<file path="src/rtl/seg_enc_pkg.sv">
package seg_enc_pkg;

  localparam int CODE_W  = 2;
  localparam int INV_POS = 1;
  localparam int REV_POS = 0;

  typedef enum logic [CODE_W-1:0] {
    CODE_PLAIN  = 2'd0,
    CODE_MIRROR = 2'd1,
    CODE_COMPL  = 2'd2,
    CODE_BOTH   = 2'd3
  } seg_code_e;

endpackage

</file>
<file path="src/rtl/seg_code_unit.sv">
module seg_code_unit
  import seg_enc_pkg::*;
#(
  parameter int SEG_W = 8
) (
  input  logic [SEG_W-1:0]  seg_in,
  output logic [SEG_W-1:0]  seg_out,
  output logic [CODE_W-1:0] seg_code
);

  localparam int CNT_W = $clog2(SEG_W + 1);
  localparam int HALF  = SEG_W / 2;

  function automatic logic [CNT_W-1:0] ones_count(input logic [SEG_W-1:0] x);
    logic [CNT_W-1:0] acc;
    acc = '0;
    for (int i = 0; i < SEG_W; i++) acc = acc + CNT_W'(x[i]);
    return acc;
  endfunction

  function automatic logic [SEG_W-1:0] mirror(input logic [SEG_W-1:0] x);
    logic [SEG_W-1:0] m;
    for (int i = 0; i < SEG_W; i++) m[i] = x[SEG_W-1-i];
    return m;
  endfunction

  function automatic logic [SEG_W-1:0] undo(input logic [SEG_W-1:0] x,
                                             input logic [CODE_W-1:0] c);
    logic [SEG_W-1:0] v;
    v = c[REV_POS] ? mirror(x) : x;
    v = c[INV_POS] ? ~v : v;
    return v;
  endfunction

  logic [CNT_W-1:0] ones_in;
  logic             inv_taken;
  logic [SEG_W-1:0] stage_val;
  logic [SEG_W-1:0] mirror_val;
  logic             rev_taken;

  always_comb begin
    ones_in    = ones_count(seg_in);
    inv_taken  = ones_in > CNT_W'(HALF);
    stage_val  = inv_taken ? ~seg_in : seg_in;
    mirror_val = mirror(stage_val);
    rev_taken  = mirror_val < stage_val;
    seg_out    = rev_taken ? mirror_val : stage_val;
    seg_code   = {inv_taken, rev_taken};
  end

  always_comb begin

    seg_ones_bound_chk: assert (ones_count(seg_out) <= CNT_W'(HALF))
      else $error("encoded segment has too many ones");

    seg_roundtrip_chk: assert (undo(seg_out, seg_code) == seg_in)
      else $error("code does not restore the input segment");
  end

endmodule

</file>
<file path="src/rtl/seg_enc_outreg.sv">
module seg_enc_outreg #(
  parameter int W = 24
) (
  input  logic         clk,
  input  logic         rst_n,
  input  logic         in_valid,
  output logic         in_ready,
  input  logic [W-1:0] in_data,
  output logic         out_valid,
  input  logic         out_ready,
  output logic [W-1:0] out_data
);

  logic accept_ev;
  logic drain_ev;

  assign in_ready  = !out_valid || out_ready;
  assign accept_ev = in_valid && in_ready;
  assign drain_ev  = out_valid && out_ready;

  always_ff @(posedge clk or negedge rst_n) begin
    if (!rst_n) begin
      out_valid <= 1'b0;
      out_data  <= '0;
    end else if (accept_ev) begin
      out_valid <= 1'b1;
      out_data  <= in_data;
    end else if (drain_ev) begin
      out_valid <= 1'b0;
    end
  end


  load_then_valid_chk: assert property (@(posedge clk) disable iff (!rst_n)
    accept_ev |=> out_valid);

  idle_drop_chk: assert property (@(posedge clk) disable iff (!rst_n)
    (drain_ev && !accept_ev) |=> !out_valid);

  stall_hold_chk: assert property (@(posedge clk) disable iff (!rst_n)
    (out_valid && !out_ready) |=> (out_valid && $stable(out_data)));

endmodule

</file>
<file path="src/rtl/seg_invrev_encoder.sv">
module seg_invrev_encoder
  import seg_enc_pkg::*;
#(
  parameter int SEG_W   = 8,
  parameter int NUM_SEG = 2
) (
  input  logic                      clk,
  input  logic                      rst_n,
  input  logic                      in_valid,
  output logic                      in_ready,
  input  logic [SEG_W*NUM_SEG-1:0]  in_data,
  output logic                      out_valid,
  input  logic                      out_ready,
  output logic [SEG_W*NUM_SEG-1:0]  out_enc,
  output logic [CODE_W*NUM_SEG-1:0] out_flags,
  output logic [CODE_W*NUM_SEG-1:0] out_cflags
);

  localparam int DATA_W = SEG_W * NUM_SEG;
  localparam int FLAG_W = CODE_W * NUM_SEG;
  localparam int PAY_W  = DATA_W + 2 * FLAG_W;

  logic [DATA_W-1:0] enc_word;
  logic [FLAG_W-1:0] code_word;
  logic [FLAG_W-1:0] comb_word;
  logic [PAY_W-1:0]  pay_in;
  logic [PAY_W-1:0]  pay_out;

  for (genvar k = 0; k < NUM_SEG; k++) begin : g_seg
    logic [CODE_W-1:0] code_k;
    seg_code_unit #(.SEG_W(SEG_W)) code_i (
      .seg_in   (in_data[k*SEG_W +: SEG_W]),
      .seg_out  (enc_word[k*SEG_W +: SEG_W]),
      .seg_code (code_k)
    );
    assign code_word[k*CODE_W +: CODE_W]                   = code_k;
    assign comb_word[FLAG_W-CODE_W-k*CODE_W +: CODE_W]     = code_k;
  end

  assign pay_in = {comb_word, code_word, enc_word};

  seg_enc_outreg #(.W(PAY_W)) oreg_i (
    .clk       (clk),
    .rst_n     (rst_n),
    .in_valid  (in_valid),
    .in_ready  (in_ready),
    .in_data   (pay_in),
    .out_valid (out_valid),
    .out_ready (out_ready),
    .out_data  (pay_out)
  );

  assign out_enc    = pay_out[DATA_W-1:0];
  assign out_flags  = pay_out[DATA_W +: FLAG_W];
  assign out_cflags = pay_out[DATA_W+FLAG_W +: FLAG_W];


  reset_idle_chk: assert property (@(posedge clk)
    !rst_n |-> (!out_valid && in_ready));

endmodule

</file>
<file path="config.mk">
export PLATFORM = sky130hd
export DESIGN_NAME = seg_invrev_encoder
export DESIGN_NICKNAME = d
export VERILOG_FILES = /design/src/rtl/seg_enc_pkg.sv /design/src/rtl/seg_code_unit.sv /design/src/rtl/seg_enc_outreg.sv /design/src/rtl/seg_invrev_encoder.sv
export SDC_FILE = /design/constraint.sdc
export NUM_CORES = 1
export LEC_CHECK = 0
export CAP_MARGIN = 20
export CORE_ASPECT_RATIO = 0.8
export CORE_MARGIN = 4
export CORE_UTILIZATION = 49
export CTS_CLUSTER_SIZE = 12
export DETAILED_ROUTE_END_ITERATION = 12
export GPL_TIMING_DRIVEN = 0
export PLACE_DENSITY = 0.89
export SLEW_MARGIN = 10
export SYNTH_ARGS = -nofsm -noshare
export SYNTH_HDL_FRONTEND = slang
export SYNTH_SLANG_ARGS = --single-unit
</file>
<file path="constraint.sdc">
create_clock -name clk -period 2 [get_ports clk]
set_clock_uncertainty 0.2 [all_clocks]
set_input_delay 0.4 -clock clk [delete_from_list [all_inputs] [get_ports clk]]
set_output_delay 0.4 -clock clk [all_outputs]
set_load 0.02 [all_outputs]
</file>
# --- Word level (Yosys, flattened, before mapping) ---
# Cells that the tools add are included.
# W data, S select, Z words.
totals:
  ff_bits: 25
  inputBits: 20
  output_inout_bits: 26
classes:
  addsub: 14
  magnitude_cmp: 4
  n_mux: 6
  bitwise_logic: 2
  n_reduce_logical: 5
op_table:
  columns: ["cell", "n"]
  rows:
  - ["$add A4 B1 Y4", 12]
  - ["$mux W8", 4]
  - ["$lt A8 B8 Y1", 2]
  - ["$not A8 Y8", 2]
  - ["$gt A4 B3 Y1 const B", 2]
  - ["$add A1 B1 Y2", 2]
  - ["$logic_and A1 B1 Y1", 2]
  - ["$mux W1", 2]
  - ["$reduce_bool A2 Y1", 1]
  - ["$logic_not A1 Y1", 1]
  - ["$logic_or A1 B1 Y1", 1]

# --- Depth between registers and ports, before layout ---
logic_depth:
  depth_word: 11
  depth_mapped: 14
  depth_no_buf: 13

# --- By module ---
# A second synthesis with hierarchy kept.
unflattened:
  hier_cells: 248
  hier_area_um2: 2459.9
modules_own_cells:
  columns: ["mod", "instances", "cells_each", "area_per_inst_um2", "seq_area_each_um2"]
  rows:
  - ["seg_code_unit", 2, 97, 708.2, 0.0]
  - ["seg_enc_outreg", 1, 54, 1043.5, 625.6]

# --- Worst setup path after synthesis ---
# Ideal clock, no wire load.
synth_timing:
  path_type: "in2reg"
  start: "input in_data[8]"
  end: "register oreg_i.out_data[12]"
  setup_time_ps: 131
  arrival_ps: 3509
  setup_slack_ps: -1841
  cell_stages: 14
  cell_sequence: "ha_1 inv_1 fa_1 fa_1 inv_1 fa_1 fa_1 nor2_1 nor3b_1 a21o_1 buf_1 o211ai_1 o21ai_0 a22oi_1"
synth_via:
  elab_chain_cells: 11
synth_rtl:
  columns: ["element", "line", "text"]
  rows:
  - ["start, declared", "seg_invrev_encoder.sv:11", "input logic [SEG_W*NUM_SEG-1:0] in_data,"]
  - ["$add A1 B1 Y2", "seg_code_unit.sv:17", "for (int i = 0; i < SEG_W; i++) acc = acc + CNT_W'(x[i]);"]
  - ["$add A4 B1 Y4 (6 in a row)", "seg_code_unit.sv:17", null]
  - ["$gt A4 B3 Y1", "seg_code_unit.sv:43", "inv_taken = ones_in > CNT_W'(HALF);"]
  - ["$mux W8 *", "seg_code_unit.sv:44", "stage_val = inv_taken ? ~seg_in : seg_in;"]
  - ["$lt A8 B8 Y1", "seg_code_unit.sv:46", "rev_taken = mirror_val < stage_val;"]
  - ["$mux W8 *", "seg_code_unit.sv:47", "seg_out = rev_taken ? mirror_val : stage_val;"]
  - ["end signal, assigned", "seg_enc_outreg.sv:27", "out_data <= in_data;"]
  - ["end, declared", "seg_enc_outreg.sv:11", "output logic [W-1:0] out_data"]
# Every way passes the cells marked *; elsewhere a longest branch is shown, timed or not.
# A chain may end at the register's enable or synchronous reset.

# --- Worst setup path in the final report ---
layout_timing:
  start: "input in_data[8]"
  end: "register oreg_i.out_data[11]"
# Same word-level chain as after synthesis.

==> key figures <==
STA
  – Slew headroom: 38.8%
  – Min Hold Slack: 0.278 ns
  – Final slew viol count: 0
  – Endpoints failing setup: 20
  – Max Clk Rate: between 0.2 and 0.3 GHz
  – Final Hold Vio Count: 0
  – Final min period: 3.73 ns
  – Worst slew pin tran: 0.916 ns
  – Final WS setup: -1.73 ns
  – Period utilization: 186%
  – Final TNS setup: -32.12 ns
  – RSZ-0062 raised after global routing: yes

Routing
  – Pre-Repair DR Iteration Count: 4
  – Initial drt markers: 156
  – Vias: about 1,800
  – Avg WL per Cell: 16.0 µm
  – Routed Antenna Nets: 0
  – Vias per cell: 5.64
  – Routed WL: 5070 µm
  – # DRC: 0

Yosys
  – Mux cell area share after synthesis: under 10%
  – Synth Area in XOR/XNOR: 0%
  – Largest family of logic cells by synthesized area: compound AO/OA/AOI/OAI gates
  – Syn_nets: 244
  – Seq/Total Area, Yosys: 29.7%
  – Number of distinct library cells after synthesis: 40
  – Post-synth top area share: between 20 and 30%
  – Synth Area in Compound Gates: 20.9%
  – Yosys reg bits: 21
  – Post-synthesis simple-gate area fraction: 18.5%
  – Mapped Cells: between 200 and 250
  – Netlist Area Pre-Place: 1770 µm²
  – Syn avg cell area: 8.42 µm²
  – Adder-cell share of the synthesized area: between 15 and 20%
  – Post-synth top area cell: dfrtp_1
  – Top post-synthesis cells by area: dfrtp_1 (30%), fa_1 (9.1%), nor2_1 (5.1%)
  – Yosys warns: 0

Die
  – Die Span Y: around 60 µm
  – Die area: 4640 µm²
  – Die width: around 75 µm
  – Initial core utilization: approximately half
  – Core ar.: 3450 µm²
  – Row count: 19
  – IO Count: 46

Place
  – Placed inst area: 2350 µm²
  – Hpwl dp: 3300 µm
  – GPL Wtd Cong: 0.874
  – Port Buffers: 44
  – Setup WS pre-CTS: -2.48 ns

Flow run
  – Max-Cap Viols: 0

Power
  – Tot Pwr: 0.00254 W
  – Leakage power: about 1.2 nW
  – Power Dens Cells: ~940 nW/µm²
  – VDD IR max: 581 µV

Worst setup path
  – R2R depth: 6
  – Worst-path fanout max: 6
  – Critical path arrival: 3.63 ns
  – RR Endpoint: oreg_i.out_data[11]
  – Req. time, crit path: ~1.9 ns
  – Critical path type: primary input to flop
  – Startpoint Class: primary input
  – R2r setup slk: -0.04 ns
  – Worst Setup End Kind: flop
  – R2R Path Start: oreg_i.out_valid

Clock network
  – CTS Buf Count: 3
  – Root Driver: clkbuf_8
  – Clk_lat worst skew: 0.25 ns
  – CTS tree: yes
  – Clock slew at reported path FFs: 0.07 ns
  – CTS sink count: 21
  – CTS HTree Levels: 1
  – CTS max path bufs: 2
  – Hold_buf cts: 0

Global route
  – Initial antenna violation count: 0
  – GRT Overall Usage: 24.1%
  – Total gr overflow: 0
  – First-pass GRT wire length: 8530 µm
  – Largest net degree at the start of global routing: 22
  – Vias in the first global route: 1,835

Cells and area
  – Post-route cell area: 2700 µm²
  – Share of layout cells above drive strength 1: 32.4%
  – Filler cells: 213
  – P&R area growth vs syn: 52.7%
  – Nets: just over 300
  – # diodes: 0

Worst hold path
  – Tightest Hold Check Type: flop to flop
  – WHS Path Cells: 2
  – Hold Path Sink: oreg_i.out_data[8]
  – HP Start: oreg_i.out_data[8]

Outcome
  – Violated checks: setup timing
  – Status: finished with violations
[metrics by stage]
| step | std cells | util, % |
|---|---|---|
| 2_1_floorplan | 210 | - |
| 4_1_cts | 313 | 76.7 |
| 3_5_place_dp | 296 | 68.1 |
| 6_report | 317 | 78.3 |
| 5_1_grt | 317 | 78.3 |
| 3_3_place_gp | 296 | 68.1 |
[cell families after synthesis]
kind of cell / after synthesis
AO/OA/AOI/OAI: 54
multiplexers: 9
AND/OR/NAND/NOR: 72
flip-flops: 21
buffers and inverters: 33
adder cells (fa/ha/maj): 21
[synth_stat cells (all sizes together)]
| cell | number |
|---|---|
| maj3 | 7 |
| a21bo | 1 |
| a221oi | 2 |
| nor2 | 24 |
| a32o | 1 |
| o21ai | 18 |
| and2 | 2 |
| nand2b | 7 |
| fa | 8 |
| o21bai | 1 |
| nor3 | 4 |
| a22oi | 1 |
| o21a | 1 |
| o211ai | 4 |
| a211oi | 5 |
| and3 | 2 |
| mux2i | 7 |
| a31o | 1 |
| nor3b | 1 |
| a31oi | 5 |
| nor2b | 6 |
| o2bb2ai | 2 |
| a21oi | 6 |
| nand3 | 3 |
| ha | 6 |
| dfrtp | 21 |
| buf | 5 |
| nand2 | 23 |
| a211o | 1 |
| a21o | 3 |
| o31ai | 2 |
| inv | 22 |
| clkbuf | 6 |
| mux2 | 2 |
[power breakdown]
part / switching, W / internal (W)
clock: 0.000125 / 0.000142
combinational: 0.000805 / 0.000835
sequential: 0.0000841 / 0.000549
[worst max-delay path, stage by stage]
cell	delay [ns]
buf_8	0.10
ha_4	0.25
inv_2	0.03
fa_1	0.47
fa_1	0.54
inv_2	0.04
fa_2	0.35
fa_1	0.49
nor2_2	0.13
o21ai_1	0.08
a21o_2	0.28
buf_6	0.14
nand2b_4	0.12
o211ai_1	0.09
a31oi_1	0.13
[flip-flops by register name, summed over array words and instances (netlist names)]
name              flops
oreg_i.out_data      20
oreg_i.out_valid      1
[how the worst max path moves through the flow]
stage	slack [ns]	startpoint	cells past startpoint	endpoint
floorplan	-1.63	in_data[1]	12	oreg_i.out_data[22]
global placement	-2.40	in_data[8]	15	oreg_i.out_data[12]
detailed placement	-2.48	in_data[8]	15	oreg_i.out_data[12]
CTS	-1.73	in_data[9]	15	oreg_i.out_data[12]
global route	-1.86	in_data[8]	15	oreg_i.out_data[11]
finish	-1.73	in_data[8]	15	oreg_i.out_data[11]
[timing repair]
| action | 4_1_cts | 5_1_grt |
|---|---|---|
| gates cloned | 2 | 0 |
| pin swaps | 19 | 18 |
| setup buffers | 11 | 5 |
| endpoints found under the setup margin | 21 | 22 |
| resized for setup | 84 | 16 |
| endpoints found under the hold margin | 0 | 0 |
[per-layer routing]
layer  track usage (%)  up-vias  routed length (µm)
met5                 0        -                   0
li1                  -      850                   -
met4              4.74        0                  75
met3              5.31        8                 384
met1              32.3      858                2220
met2              40.9       73                2380
[cell usage in the layout, fill, tap and decap left out, types with 5 or more instances in the layout]
master and count:
inv_2 6, dfrtp_1 21, nand2_1 19, nor2b_1 6, nor2_1 18, maj3_2 5
a31oi_1 5, inv_1 16, buf_4 14, clkdlybuf4s50_1 34, mux2i_1 7, buf_6 8
o21ai_1 10, nand2b_1 5, fa_1 6, clkbuf_1 6
[final cells by class]
cell class | instances | area [µm²] | share of cell area (%)
Timing Repair Buffer | 61 | 614 | 22.8
Sequential cell | 21 | 526 | 19.5
Multi-Input combinational cell | 156 | 1310 | 48.3
Clock buffer | 4 | 45.0 | 1.67
Tap cell | 42 | 52.6 | 1.95
Buffer | 11 | 75.1 | 2.78
Inverter | 22 | 82.6 | 3.06
Note: power is estimated with default switching activity, not from simulation.
